`config.mk`:
```
export PLATFORM = sky130hd
export DESIGN_NAME = sub_flags_unit
export DESIGN_NICKNAME = d
export VERILOG_FILES = /design/src/rtl/sub_flags_pkg.sv /design/src/rtl/sub_imm_extend.sv /design/src/rtl/sub_lane.sv /design/src/rtl/sub_flags_unit.sv
export SDC_FILE = /design/constraint.sdc
export NUM_CORES = 1
export LEC_CHECK = 0
export CELL_PAD_IN_SITES_DETAIL_PLACEMENT = 0
export CELL_PAD_IN_SITES_GLOBAL_PLACEMENT = 1
export CORE_ASPECT_RATIO = 1.4
export CORE_MARGIN = 1.5
export CORE_UTILIZATION = 37
export CTS_BUF_LIST = sky130_fd_sc_hd__clkbuf_16
export DETAILED_ROUTE_END_ITERATION = 10
export GPL_TIMING_DRIVEN = 0
export PLACE_DENSITY = 0.88
export SETUP_SLACK_MARGIN = 0.5
export SLEW_MARGIN = 20
export SYNTH_ARGS = -nofsm -noshare
export SYNTH_HDL_FRONTEND = slang
export SYNTH_SLANG_ARGS = --single-unit
```
`constraint.sdc`:
```
create_clock -name clk -period 14.1 [get_ports clk]
set_input_delay 3.525 -clock clk [delete_from_list [all_inputs] [get_ports clk]]
set_output_delay 3.525 -clock clk [all_outputs]
set_load 0.03 [all_outputs]
```
`src/rtl/sub_flags_pkg.sv`:
```
package sub_flags_pkg;

  typedef enum logic [1:0] {
    SZ_B8  = 2'b00,
    SZ_B16 = 2'b01,
    SZ_B32 = 2'b10,
    SZ_B64 = 2'b11
  } opsize_e;

  typedef enum logic [1:0] {
    SRC_REG   = 2'b00,
    SRC_IMMW  = 2'b01,
    SRC_IMMB  = 2'b10,
    SRC_REG_A = 2'b11
  } srcsel_e;

  typedef struct packed {
    logic of;
    logic sf;
    logic zf;
    logic af;
    logic pf;
    logic cf;
  } flags_t;

  localparam int unsigned NUM_LANES = 4;
  localparam int unsigned BASE_W    = 8;

endpackage

```
`src/rtl/sub_imm_extend.sv`:
```
module sub_imm_extend #(
  parameter int unsigned DATA_W = 64,
  parameter int unsigned IMM_W  = 32
) (
  input  logic [1:0]        src_sel,
  input  logic [DATA_W-1:0] reg_src,
  input  logic [IMM_W-1:0]  imm,
  output logic [DATA_W-1:0] src_full
);
  import sub_flags_pkg::*;

  localparam int unsigned BYTE_W = 8;

  logic [DATA_W-1:0] imm_wide_ext;
  logic [DATA_W-1:0] imm_byte_ext;

  assign imm_wide_ext = {{(DATA_W-IMM_W){imm[IMM_W-1]}}, imm};
  assign imm_byte_ext = {{(DATA_W-BYTE_W){imm[BYTE_W-1]}}, imm[BYTE_W-1:0]};

  always_comb begin
    unique case (srcsel_e'(src_sel))
      SRC_IMMW: src_full = imm_wide_ext;
      SRC_IMMB: src_full = imm_byte_ext;
      default:  src_full = reg_src;
    endcase
  end

endmodule

```
`src/rtl/sub_lane.sv`:
```
module sub_lane #(
  parameter int unsigned W      = 8,
  parameter int unsigned DATA_W = 64
) (
  input  logic [DATA_W-1:0]          dst,
  input  logic [DATA_W-1:0]          src,
  output logic [DATA_W-1:0]          res,
  output sub_flags_pkg::flags_t      flags
);
  localparam int unsigned MSB = W - 1;

  logic [W-1:0] a;
  logic [W-1:0] b;
  logic [W:0]   diff_ext;
  logic [W-1:0] r;
  logic [W-1:0] half_mix;

  assign a        = dst[W-1:0];
  assign b        = src[W-1:0];
  assign diff_ext = {1'b0, a} - {1'b0, b};
  assign r        = diff_ext[W-1:0];
  assign half_mix = a ^ b ^ r;

  always_comb begin
    res        = '0;
    res[W-1:0] = r;
  end

  always_comb begin
    flags.cf = diff_ext[W];
    flags.of = (a[MSB] ^ b[MSB]) & (r[MSB] ^ a[MSB]);
    flags.sf = r[MSB];
    flags.zf = (r == '0);
    flags.af = half_mix[4];
    flags.pf = ~^r[7:0];
  end

endmodule

```
`src/rtl/sub_flags_unit.sv`:
```
module sub_flags_unit #(
  parameter int unsigned DATA_W = 64,
  parameter int unsigned IMM_W  = 32
) (
  input  logic              clk,
  input  logic              rst,
  input  logic              in_valid,
  input  logic [1:0]        size_sel,
  input  logic [1:0]        src_sel,
  input  logic [DATA_W-1:0] dst_val,
  input  logic [DATA_W-1:0] src_val,
  input  logic [IMM_W-1:0]  imm_val,
  output logic              out_valid,
  output logic [DATA_W-1:0] result,
  output logic              flag_of,
  output logic              flag_sf,
  output logic              flag_zf,
  output logic              flag_af,
  output logic              flag_pf,
  output logic              flag_cf
);
  import sub_flags_pkg::*;

  logic [DATA_W-1:0] src_full;
  logic [DATA_W-1:0] lane_res   [NUM_LANES];
  flags_t            lane_flags [NUM_LANES];
  logic [DATA_W-1:0] sel_res;
  flags_t            sel_flags;
  flags_t            flags_q;

  sub_imm_extend #(
    .DATA_W (DATA_W),
    .IMM_W  (IMM_W)
  ) u_ext (
    .src_sel  (src_sel),
    .reg_src  (src_val),
    .imm      (imm_val),
    .src_full (src_full)
  );

  for (genvar gi = 0; gi < NUM_LANES; gi++) begin : g_lane
    sub_lane #(
      .W      (BASE_W << gi),
      .DATA_W (DATA_W)
    ) u_lane (
      .dst   (dst_val),
      .src   (src_full),
      .res   (lane_res[gi]),
      .flags (lane_flags[gi])
    );
  end

  always_comb begin
    sel_res   = lane_res[size_sel];
    sel_flags = lane_flags[size_sel];
  end

  always_ff @(posedge clk) begin
    if (rst) begin
      out_valid <= 1'b0;
      result    <= '0;
      flags_q   <= '0;
    end else begin
      out_valid <= in_valid;
      if (in_valid) begin
        result  <= sel_res;
        flags_q <= sel_flags;
      end
    end
  end

  assign flag_of = flags_q.of;
  assign flag_sf = flags_q.sf;
  assign flag_zf = flags_q.zf;
  assign flag_af = flags_q.af;
  assign flag_pf = flags_q.pf;
  assign flag_cf = flags_q.cf;

endmodule

```
* Word level (Yosys, flattened, before mapping)
Cells that the tools add are included.
** Storage, ports and cells
- Output and inout port bits :: 71
- Register bits :: 71
** Cells by class
- $lt $le $gt $ge :: 1
- Equal/unequal tests :: 2
- Muxes and demuxes :: 7
- Reductions and logical operators :: 8
- $add $sub $neg :: 4
- Bitwise logic cells :: 21
** Operator list (count)
- binary-select mux 64 bit (select 2 bit) :: 1
- 2-to-1 mux 64 bit :: 2
- case mux 64 bit (2 select lines) :: 1
- subtractor 64 x 64 -> 65 bit :: 1
- logical NOT 64 bit :: 1
- bitwise XOR 5 bit :: 8
- subtractor 32 x 32 -> 33 bit :: 1
- logical NOT 32 bit :: 1
- XNOR reduction 8 bit :: 4
- subtractor 16 x 16 -> 17 bit :: 1
- logical NOT 16 bit :: 1
- binary-select mux 6 bit (select 2 bit) :: 1
- 2-to-1 mux 6 bit :: 2
- subtractor 8 x 8 -> 9 bit :: 1
- logical NOT 8 bit :: 1
- bitwise XOR 1 bit :: 8
- bitwise AND 1 bit :: 4
- >= comparator 3 bit, second input constant :: 1
- NOT 2 -> 3 bit :: 1
- equality test 2 x 1 -> 1 bit, second input constant :: 1
- equality test 2 bit, second input constant :: 1

* Depth between registers and ports, before layout
Gate-level depths: netlist of the first run.
- Depth after elaboration :: 8
- Mapped depth :: 25
- Mapped depth without buffers :: 23

* Cells and area by module
A second synthesis of the first run with hierarchy kept.
** Second synthesis, totals
- Cell total of the unflattened synthesis :: 1928
- Area total of the unflattened synthesis :: 14520.2 um2
** Modules (own cells, without submodules)
- sub_flags_unit :: sequential area each 1421.4 um2, times used 1, cells each 401, area each 4473.0 um2
- sub_lane (g_lane[3].u_lane) :: sequential area each 0.0 um2, times used 1, cells each 678, area each 4362.9 um2
- sub_lane (g_lane[2].u_lane) :: sequential area each 0.0 um2, times used 1, cells each 358, area each 2426.1 um2
- sub_lane (g_lane[1].u_lane) :: sequential area each 0.0 um2, times used 1, cells each 184, area each 1350.0 um2
- sub_imm_extend :: sequential area each 0.0 um2, times used 1, cells each 186, area each 969.7 um2
- sub_lane (g_lane[0].u_lane) :: sequential area each 0.0 um2, times used 1, cells each 121, area each 938.4 um2

* Worst setup path before layout of the first run
No wires, ideal clock.
- Path kind :: input to register
- Start point :: in src_sel[0]
- End point :: reg flags_q, in the netlist flag_zf
- Arrival time :: 8.127 ns
- Path slack :: 5.914 ns
- Data required time :: 14.041 ns
- Path buffers :: 2
- Stages on the path :: 24
- Path through :: inv_1 > ha_1 > clkbuf_1 > buf_1 > nand2_1 > o21ai_0 > ha_1 > inv_1 > fa_1 > nand3_1 > nand3_1 > nand2_1 > xor2_1 > ha_1 > nand4_1 > nor4b_1 > o2111a_1 > a32o_1 > nor2_1 > nor2_1 > or4b_1 > or4b_1 > nor4_1 > a31o_1
** Between the ends
- Word-level cells in the longest chain between the ends :: 7
- Elaborated cells between the ends (all ways) :: 14
- Those cells by class :: add/sub (4); eq/ne (2); mux (4); reduce/logical (4)
** Ends and longest elaborated chain
- from (decl) :: RTL line sub_flags_unit.sv:9 : input logic [1:0] src_sel,
- equality test 2 bit / equality test 2 x 1 -> 1 bit (equally long branches) :: RTL line sub_imm_extend.sv:21 : unique case (srcsel_e'(src_sel))
- case mux 64 bit (2 select lines) * :: RTL line sub_imm_extend.sv:21
- subtractor 64 x 64 -> 65 bit, or another cell as far along :: RTL line sub_lane.sv:20 : assign diff_ext = {1'b0, a} - {1'b0, b};
- logical NOT 64 bit, or another cell as far along :: RTL line sub_lane.sv:33 : flags.zf = (r == '0);
- binary-select mux 6 bit (select 2 bit) * :: RTL line sub_flags_unit.sv:55 : sel_flags = lane_flags[size_sel];
- 2-to-1 mux 6 bit (implied by the code) * (2 in series) :: RTL line sub_flags_unit.sv:55
- to (signal assigned) :: RTL line sub_flags_unit.sv:67 : flags_q <= sel_flags;
- to (decl) :: RTL line sub_flags_unit.sv:29 : flags_t flags_q;
Every way passes the cells marked *; elsewhere a longest branch is shown, timed or not. The select of a mux whose other input is x is not followed.
A chain may end at the register's enable or synchronous reset.

* Final worst setup path of the first run
Ends and elaborated chain as after synthesis.

==> out/qor.yml, run 1 <==
drt:
  vias_per_cell: 5.86
  postRouteAntennaNets: 0
  dr_total_vias: 9647
  drc_errors: 0
  drt-total-wl_um: 32300
  dr.pass1.iters: 5
  wl_per_cell_um: 19.6
  drt_iter0_markers: 645
setup_path:
  cp.required_ps: 14390
  arrival_ps: 10250
  crit_path_frequent_cell: "clkbuf_1"
  cp-start-kind: "input pin"
  reg2regPathDepth: 10
  worstReg2RegStart: "flag_zf"
  crit_chain: "clkdlybuf4s50_1, inv_1, ha_1, clkbuf_1, inv_1, clkbuf_1, clkbuf_1, o21ai_0, ha_1, buf_2, nand4_1, a2111oi_0, a221oi_2, o31ai_1, a21boi_0, xnor2_1, or4_1, nor4_1, o2bb2ai_1, a211oi_1, a31o_1"
  critPathTopFamily: "compound AO/OA/AOI/OAI gates"
  crit_path_max_fanout: 10
  reg2reg_slack_ps: 10840
  cp_slowest_cell: "a2111oi_0"
  max_stage_delay_ps: 730
  path_class: "in2reg"
  setup.worst_path.end_class: "flop"
  worstReg2RegEnd: "flag_zf"
  cp_num_buf_inv: 7
global_routing:
  antenna_found_initial: 1
  overflow: 0
  grt_pass1_wl_um: 49200
  grt_max_degree: 15
  grtUsageTotal: 0.280
  grt_pass1_vias: 9165
logic_synthesis:
  synth_cell_types: 75
  yosysWarnings: 0
  synth_top_area_share: 0.180
  syn_area_mm2: 0.00790
  synthesis.nets: 1372
  async_flop_share: 0
  yosys_register_bits: 71
  yosysTopAreaCell: "dfxtp_1"
  synthCells: 1133
  yosys-top-cells-area: "dfxtp_1 (18%), ha_1 (11%), o21ai_0 (7.4%), nand2_1 (6.3%), nor2_1 (6.3%)"
  avgSynthCellArea_um2: 6.98
  synthFlopType: "dfxtp_1"
  synth_edf_count: 0
  synth_seq_area_share: 0.180
cts:
  clk_pin_slew_ps: 60
  numCtsBuffers: 9
  post_cts_resized: 0
  cts_setup_buffers: 0
  cts_tree: "built"
  cts_root_buf: "clkbuf_16"
  cts.hold.buffers_added: 0
  clk_latency_ps: 340
  cts.sinks: 71
  htreeDepth: 3
  clockBufferDepth: 2
placement:
  place_area_mm2: 0.0106
  dp_hpwl_um: 27500
  portBuffers: 236
  gp_congestion: 0.946
sta:
  maxSlewHeadroom: 0.338
  fin_crit_sh: 0.706
  hold_viol: 0
  setup_tns_ps: 0
  finalMaxSlewViolations: 0
  setup_violations: 0
  fin_crit_ps: 9960
  rsz0062_at_grt: "false"
  worst_slew_pin_slew_ps: 984
  fmax_mhz: 100
  finClkSkew_ps: 0
finish:
  final_cell_area_mm2: 0.0109
  final-seq-area_mm2: 0.00142
  diodes: 0
  final_cell_mix: "clkdlybuf4s50_1 (236), nand2_1 (133), nor2_1 (132), o21ai_0 (117), a21oi_1 (98)"
  syn_to_final_growth_pct: 37.9
  final_common_cell: "clkdlybuf4s50_1"
  multi_input_area_mm2: 0.00613
  final.fill_count: 2163
  nets: 1619
  drive_above_1_share: 0.0354
floorplan:
  die_h_um: 176
  die_w_um: 127
  io_pins: 238
  die_area_mm2: 0.0223
  start_util: 0.376
  num_rows: 63
  coreArea_mm2: 0.0210
hold_path:
  hp-start: "result[63]"
  min_to: "result[63]"
  min_path_type: "reg2reg"
  holdPathStages: 2
pwr:
  p_per_area_mw_per_mm2: 105
  p_leak_nw: 4.08
  power.ir.vdd_worst_v: 0.0000697
  finalPower_mw: 1.15
flow_run:
  maxCapViolations: 0
outcome:
  outcome: "finished, final reports clean"
## sequential cells by signal (all words and copies together), names as in the netlist
name       count
flag_of        1
flag_zf        1
flag_af        1
flag_cf        1
out_valid      1
flag_sf        1
flag_pf        1
result        64
## Yosys cell counts, types with 7 or more instances
cell / instances
ha_1: 71
o21ai_0: 117
inv_1: 24
nor3b_1: 8
nand3_1: 17
nand2_1: 133
xor2_1: 24
o31ai_1: 10
nor3_1: 18
a211oi_1: 18
or3_1: 12
a31oi_1: 10
clkbuf_1: 56
or2_2: 8
o21bai_1: 7
a21oi_1: 98
a22oi_1: 49
nand2b_1: 7
dfxtp_1: 71
nand4_1: 29
o21a_1: 10
o211ai_1: 8
xnor2_1: 31
nor2_1: 132
nor4_1: 14
a21o_1: 23
or4_1: 9
nor2b_1: 8
o21ai_1: 8
and3_1: 8
## cells by family after synthesis
group | Yosys count | synth area share
AOI/OAI and AO/OA | 419 | 0.342
xor gates and xnor gates | 55 | 0.0609
adders and majority gates | 72 | 0.115
buffers and inverters | 91 | 0.0459
DFF | 71 | 0.180
muxes | 3 | 0.00380
and+or+nand+nor | 422 | 0.252
## worst register-to-register path, cell delays in order (launching register included)
cell and delay (ps):
dfxtp_1 350, nor2_1 60, nor4b_1 710, o2111ai_1 210, o22ai_1 210, nor2_1 90, nor2_1 90, or4b_1 450
or4b_1 500, nor4_1 360, a31o_1 190
## metrics by stage
step	worst slack [ps]	hold slack (ps)	instances	utilization
after floorplan	5910	595	1133	-
after global placement	3790	454	1629	0.503
after detailed placement	3780	458	1629	0.503
after CTS	4100	469	1645	0.518
after global routing	3780	489	1645	0.518
final	4140	469	1645	0.518
## how the worst max path moves through the flow
| stage | startpoint | to | slack (ps) | cells past startpoint |
|---|---|---|---|---|
| global placement | src_sel[0] | flag_zf | 3790 | 20 |
| global route | src_sel[0] | flag_zf | 3780 | 21 |
| detailed placement | src_sel[0] | flag_zf | 3780 | 20 |
| finish | src_sel[0] | flag_zf | 4140 | 21 |
| floorplan | src_sel[0] | flag_zf | 5910 | 24 |
| CTS | src_sel[0] | flag_zf | 4100 | 21 |
## power by group
| group | leakage, nW | switching [mW] | internal, mW | total (mW) |
|---|---|---|---|---|
| clock network | 0.139 | 0.0972 | 0.139 | 0.236 |
| registers | 0.580 | 0.0128 | 0.218 | 0.231 |
| logic | 3.36 | 0.421 | 0.261 | 0.682 |
## cell type report
class	count	share of cell area
plain buffers	66	0.0247
clock buffers	9	0.0207
clock inverters	7	0.00723
inverters	25	0.00861
multi-input cells	971	0.562
flip-flops and latches	71	0.130
well taps	260	0.0298
repair buffers	236	0.217
## layer usage
metal | up-vias | global-route usage | wire (um)
met5 | - | 0 | 0
met3 | 72 | 0.0188 | 1200
met4 | 0 | 0.121 | 1370
met2 | 305 | 0.540 | 17100
li1 | 4733 | - | -
met1 | 4537 | 0.313 | 12600
(Power assumes the default switching activity.)
==> run 2: changes to the inputs <==
- CORE_UTILIZATION: 37 -> 31
- PLACE_DENSITY: 0.88 -> 0.78
- clock period: 14.1 -> 9 ns (I/O delays scaled with it)
==> run 2 against run 1 <==
Compared with the run above:
- register-to-register slack got worse by 4800 ps
- via count about the same
- sequential share of layout area decreased by 0.16 points
- cell area increased by 1.2%
- final cell count increased by 3.8%
- critical endpoint unchanged
- highest routed layer unchanged
==> out/qor.yml, run 2 (synthesis results as in run 1) <==
outcome:
  outcome: "finished, final reports clean"
finish:
  final_common_cell: "clkdlybuf4s50_1"
  top_register: "result"
  drive_above_1_share: 0.0454  # +0.0100
  nets: 1622  # +0.19%
  final.fill_count: 2679  # +24%
  largest_register_ffs: 64  # unchanged
  syn_to_final_growth_pct: 39.6
  final_core_util: 0.438  # -0.0803
  final_cell_mix: "clkdlybuf4s50_1 (236), nand2_1 (133), nor2_1 (132), o21ai_0 (114), a21oi_1 (97)"
floorplan:
  die_area_mm2: 0.0265  # +19%
  io_pins: 238  # unchanged
  start_util: 0.314  # -0.0620
  coreArea_mm2: 0.0252  # +20%
  die_w_um: 138  # +9.0%
  die_h_um: 192  # +9.1%
  num_rows: 69  # +9.5%
sta:
  fin_crit_sh: 0.905
  fin_crit_ps: 8150
  fmax_mhz: 123
  whs_ps: 472  # +2.71 ps
  fin_ws_ps: 854  # -3290 ps
  setup_violations: 0  # unchanged
  worst_slew_pin_slew_ps: 816  # -169 ps
  maxSlewHeadroom: 0.450  # +0.113
  hold_viol: 0  # unchanged
  finalMaxSlewViolations: 0  # unchanged
  rsz0062_at_grt: "false"
  setup_tns_ps: 0  # unchanged
  finClkSkew_ps: 0  # unchanged
placement:
  dp_hpwl_um: 29300  # +6.7%
  pre_cts_ws_ps: -157  # -3940 ps
  portBuffers: 236  # unchanged
  gp_congestion: 0.957  # +1.1%
setup_path:
  cp.required_ps: 9290  # -5100 ps
  reg2regPathDepth: 10  # unchanged
  crit_path_max_fanout: 10  # unchanged
  arrival_ps: 8440  # -1810 ps
  cp-start-kind: "input pin"
  path_class: "in2reg"
  setup.worst_path.end_class: "flop"
drt:
  drt-total-wl_um: 34300  # +6.3%
  dr_total_vias: 9640  # -0.073%
  drt_iter0_markers: 479  # -26%
  postRouteAntennaNets: 0  # unchanged
  wl_per_cell_um: 20.1  # +2.4%
  vias_per_cell: 5.65  # -3.7%
  dr.pass1.iters: 5  # unchanged
  drc_errors: 0  # unchanged
global_routing:
  grt_pass1_vias: 9392  # +2.5%
  grt_max_degree: 12  # -3
  grtUsageTotal: 0.255  # -0.0254
  grt_pass1_wl_um: 50900  # +3.5%
  overflow: 0  # unchanged
  antenna_found_initial: 2  # +1
cts:
  cts_tree: "built"
  clk_latency_ps: 340  # about the same
  cts.sinks: 71  # unchanged
  htreeDepth: 3  # unchanged
  cts.hold.buffers_added: 0  # unchanged
  cts_root_buf: "clkbuf_16"
  clockBufferDepth: 2  # unchanged
  clk_pin_slew_ps: 60  # about the same
  numCtsBuffers: 9  # unchanged
pwr:
  finalPower_mw: 1.80  # +57%
  power.ir.vdd_worst_v: 0.0000907  # +30%
  p_per_area_mw_per_mm2: 163  # +55%
  p_leak_nw: 4.12  # +1.1%
hold_path:
  holdPathStages: 2  # unchanged
  min_path_type: "reg2reg"
flow_run:
  maxCapViolations: 0  # unchanged
-- run 2: changes by cell type in the layout (fill, tap and decap cells not counted), moves of 2 or more --
cell / previous run / this run
nor4_2: 1 / 3
clkbuf_1: 56 / 49
o21ai_1: 8 / 11
clkinv_2: 0 / 2
o21ai_0: 117 / 114
nor4_1: 13 / 11
clkinvlp_4: 3 / 1
inv_6: 3 / 0
clkbuf_2: 0 / 8
buf_4: 0 / 3
inv_1: 24 / 26
-- run 2: power by group --
group / internal (mW) / switching [mW] / leakage [nW]
combinational: 0.415 / 0.671 / 3.40
sequential: 0.342 / 0.0211 / 0.580
clock: 0.210 / 0.140 / 0.144
-- run 2: through the flow --
step / cell area (um2) / cells
global route: 11000 / 1707
CTS: 11000 / 1703
floorplan: 7900 / 1133
detailed placement: 10700 / 1688
global placement: 10700 / 1688
finish: 11000 / 1707
-- run 2: final cells by class --
cell class	count	area, um2	share of cell area
Sequential cell	71	1420	0.129
Timing Repair Buffer	239	2380	0.216
Clock inverter	6	55.1	0.00499
Buffer	66	279	0.0253
Clock buffer	9	225	0.0204
Inverter	25	93.8	0.00851
Antenna cell	1	2.50	0.000227
Multi-Input combinational cell	971	6170	0.559
Tap cell	319	399	0.0362
-- run 2: worst paths after layout --
path	start	slack (ps)	to
worst max-delay path	src_sel[0]	850	flag_zf
worst min register to register	result[52]	470	result[52]
worst min-delay path	result[52]	470	result[52]
worst max register to register	flag_zf	6020	flag_zf
-- run 2: routing by layer --
layer	GRT usage	wire length [um]	up-vias
met1	0.283	13000	4478
met3	0.0190	1580	83
met4	0.151	2010	0
li1	-	-	4727
met2	0.465	17700	352
met5	0	0	-
-- run 2: critical path, cell delays in order --
cell	delay, ps
clkdlybuf4s50_1	490
inv_1	50
ha_1	270
clkbuf_2	180
inv_1	260
clkbuf_2	290
clkbuf_2	380
o21ai_0	190
ha_1	340
buf_2	210
nand4_1	190
a2111o_1	530
a31oi_1	290
nand2b_1	190
xor2_1	170
or4_1	520
or4b_1	550
or4b_1	500
nor4_1	380
a31o_1	190
-- run 2: repair_timing --
item / 4_1_cts / 5_1_grt
setup buffers: 0 / 3
cloned: 0 / 0
setup endpoints to repair: 1 / 1
gates resized for setup: 5 / 20
endpoints found under the hold margin: 0 / 0
pin swaps: 0 / 0
==> run 3: changes to the inputs <==
- CORE_ASPECT_RATIO: 1.4 -> 1.75
==> run 3 against run 2 <==
Compared with the run above:
- via count is 0.33% lower
- power is 3.3% higher
- count of clock-buffer cells in the layout stayed put
- sequential share of layout area hardly changed
- combinational power hardly changed
- core utilization is 0.11 points higher
- clock power is 13% higher
- final cell count is 0.29% lower
- sequential power hardly changed
- maximum frequency is 1.3% lower
- largest cell class unchanged
==> out/qor.yml, run 3 (synthesis results as in run 1) <==
setup_path:
  max_stage_delay_ps: 590  # +40 ps
  crit_path_max_fanout: 10  # unchanged
  worstReg2RegEnd: "flag_zf"
  cp_slowest_cell: "a2111o_1"
  worstReg2RegStart: "flag_zf"
  cp.required_ps: 9290  # about the same
  setup.worst_path.end_class: "flop"
  cp-start-kind: "input pin"
  reg2reg_slack_ps: 6130  # +110 ps
  path_class: "in2reg"
  arrival_ps: 8550  # +110 ps
  crit_chain: "clkdlybuf4s50_1, inv_1, ha_1, clkbuf_1, inv_1, clkbuf_2, clkbuf_2, o21ai_0, ha_1, clkbuf_1, nand4_1, a2111o_1, a31oi_1, nand2b_1, xor2_1, or4_1, or4b_1, or4b_1, nor4_1, a31o_1"
  reg2regPathDepth: 10  # unchanged
pwr:
  p_leak_nw: 4.11  # -0.31%
  power.ir.vdd_worst_v: 0.0000920  # +1.4%
  p_per_area_mw_per_mm2: 168  # +3.3%
  finalPower_mw: 1.86  # +3.3%
sta:
  setup_violations: 0  # unchanged
  fin_crit_sh: 0.917  # +0.0122
  finalMaxSlewViolations: 0  # unchanged
  finClkSkew_ps: 0  # unchanged
  fin_crit_ps: 8260  # +109 ps
  rsz0062_at_grt: "false"
  setup_tns_ps: 0  # unchanged
  worst_slew_pin_slew_ps: 882  # +66.1 ps
  whs_ps: 472  # +0.656 ps
  fmax_mhz: 121  # -1.3%
  maxSlewHeadroom: 0.403  # -0.0476
  hold_viol: 0  # unchanged
cts:
  clk_latency_ps: 340  # about the same
  post_cts_resized: 6  # +1
  cts.hold.buffers_added: 0  # unchanged
  cts_setup_buffers: 0  # unchanged
  clockBufferDepth: 2  # unchanged
  htreeDepth: 3  # unchanged
  cts.sinks: 71  # unchanged
  cts_tree: "built"
  numCtsBuffers: 9  # unchanged
  clk_pin_slew_ps: 60  # about the same
  cts_root_buf: "clkbuf_16"
floorplan:
  start_util: 0.314  # +0.000796
  coreArea_mm2: 0.0251  # -0.25%
  die_h_um: 214  # +12%
  die_area_mm2: 0.0265  # about the same
  die_w_um: 124  # -10%
  num_rows: 77  # +12%
  io_pins: 238  # unchanged
global_routing:
  grtUsageTotal: 0.272  # +0.0176
  grt_max_degree: 14  # +2
  grt_pass1_vias: 9646  # +2.7%
  overflow: 0  # unchanged
  grt_pass1_wl_um: 54200  # +6.4%
  antenna_found_initial: 2  # unchanged
drt:
  dr.pass1.iters: 6  # +1
  drt_iter0_markers: 460  # -4.0%
  postRouteAntennaNets: 0  # unchanged
  dr_total_vias: 9608  # -0.33%
  wl_per_cell_um: 21.7  # +7.8%
  drc_errors: 0  # unchanged
  vias_per_cell: 5.65  # about the same
  drt-total-wl_um: 36900  # +7.5%
hold_path:
  holdPathStages: 2  # unchanged
  min_path_type: "reg2reg"
  min_to: "result[51]"
  hp-start: "result[51]"
placement:
  portBuffers: 236  # unchanged
  gp_congestion: 1.04  # +8.5%
  dp_hpwl_um: 31700  # +7.9%
outcome:
  outcome: "finished, final reports clean"
flow_run:
  maxCapViolations: 0  # unchanged
finish:
  largest_register_ffs: 64  # unchanged
  syn_to_final_growth_pct: 39.6  # about the same
  drive_above_1_share: 0.0412  # -0.00427
  nets: 1619  # -0.18%
  top_register: "result"
  final_common_cell: "clkdlybuf4s50_1"
  final_cell_mix: "clkdlybuf4s50_1 (236), nand2_1 (133), nor2_1 (132), o21ai_0 (113), a21oi_1 (97)"
run 3: area by class of cell:
cell class              count  area, um2
fillers                  2647      14100
multi-input cells         971       6160
repair buffers            236       2360
flip-flops and latches     71       1420
well taps                 316        395
plain buffers              66        278
clock buffers               9        225
clock inverters             7       96.3
inverters                  25       93.8
diodes                      1       2.50
run 3: worst max-delay path by stage:
stage          slack (ps)  cells past startpoint      end       start
2_1_floorplan        2090                     24  flag_zf  src_sel[0]
3_3_place_gp         -190                     20  flag_zf  src_sel[0]
3_5_place_dp         -200                     20  flag_zf  src_sel[0]
4_1_cts               510                     20  flag_zf  src_sel[0]
5_1_grt               540                     21  flag_zf  src_sel[0]
6_report              740                     20  flag_zf  src_sel[0]
run 3: per-stage QoR:
step,instance area (um2),instances,utilization,setup WS [ps]
2_1_floorplan,7900,1133,-,2090
3_3_place_gp,10700,1685,0.424,-193
3_5_place_dp,10700,1685,0.424,-199
4_1_cts,11000,1701,0.437,509
5_1_grt,11000,1702,0.439,536
6_report,11000,1702,0.439,745
run 3: per-layer routing:
metal,track usage,routed length (um)
met1,0.260,12500
met2,0.541,20600
met3,0.0202,1170
met4,0.158,2630
met5,0,0
run 3: power breakdown:
group / total (mW) / switching, mW / internal [mW]
combinational: 1.10 / 0.686 / 0.411
clock: 0.396 / 0.152 / 0.243
sequential: 0.364 / 0.0223 / 0.342
total: 1.86 / 0.861 / 0.997
run 3: worst max-delay path: cells and delay by family:
kind | cells | cell delay [ps]
simple gates | 6 | 2390
buf+inv | 7 | 1960
compound gates | 4 | 1180
fa+ha+maj | 2 | 560
xor+xnor | 1 | 190
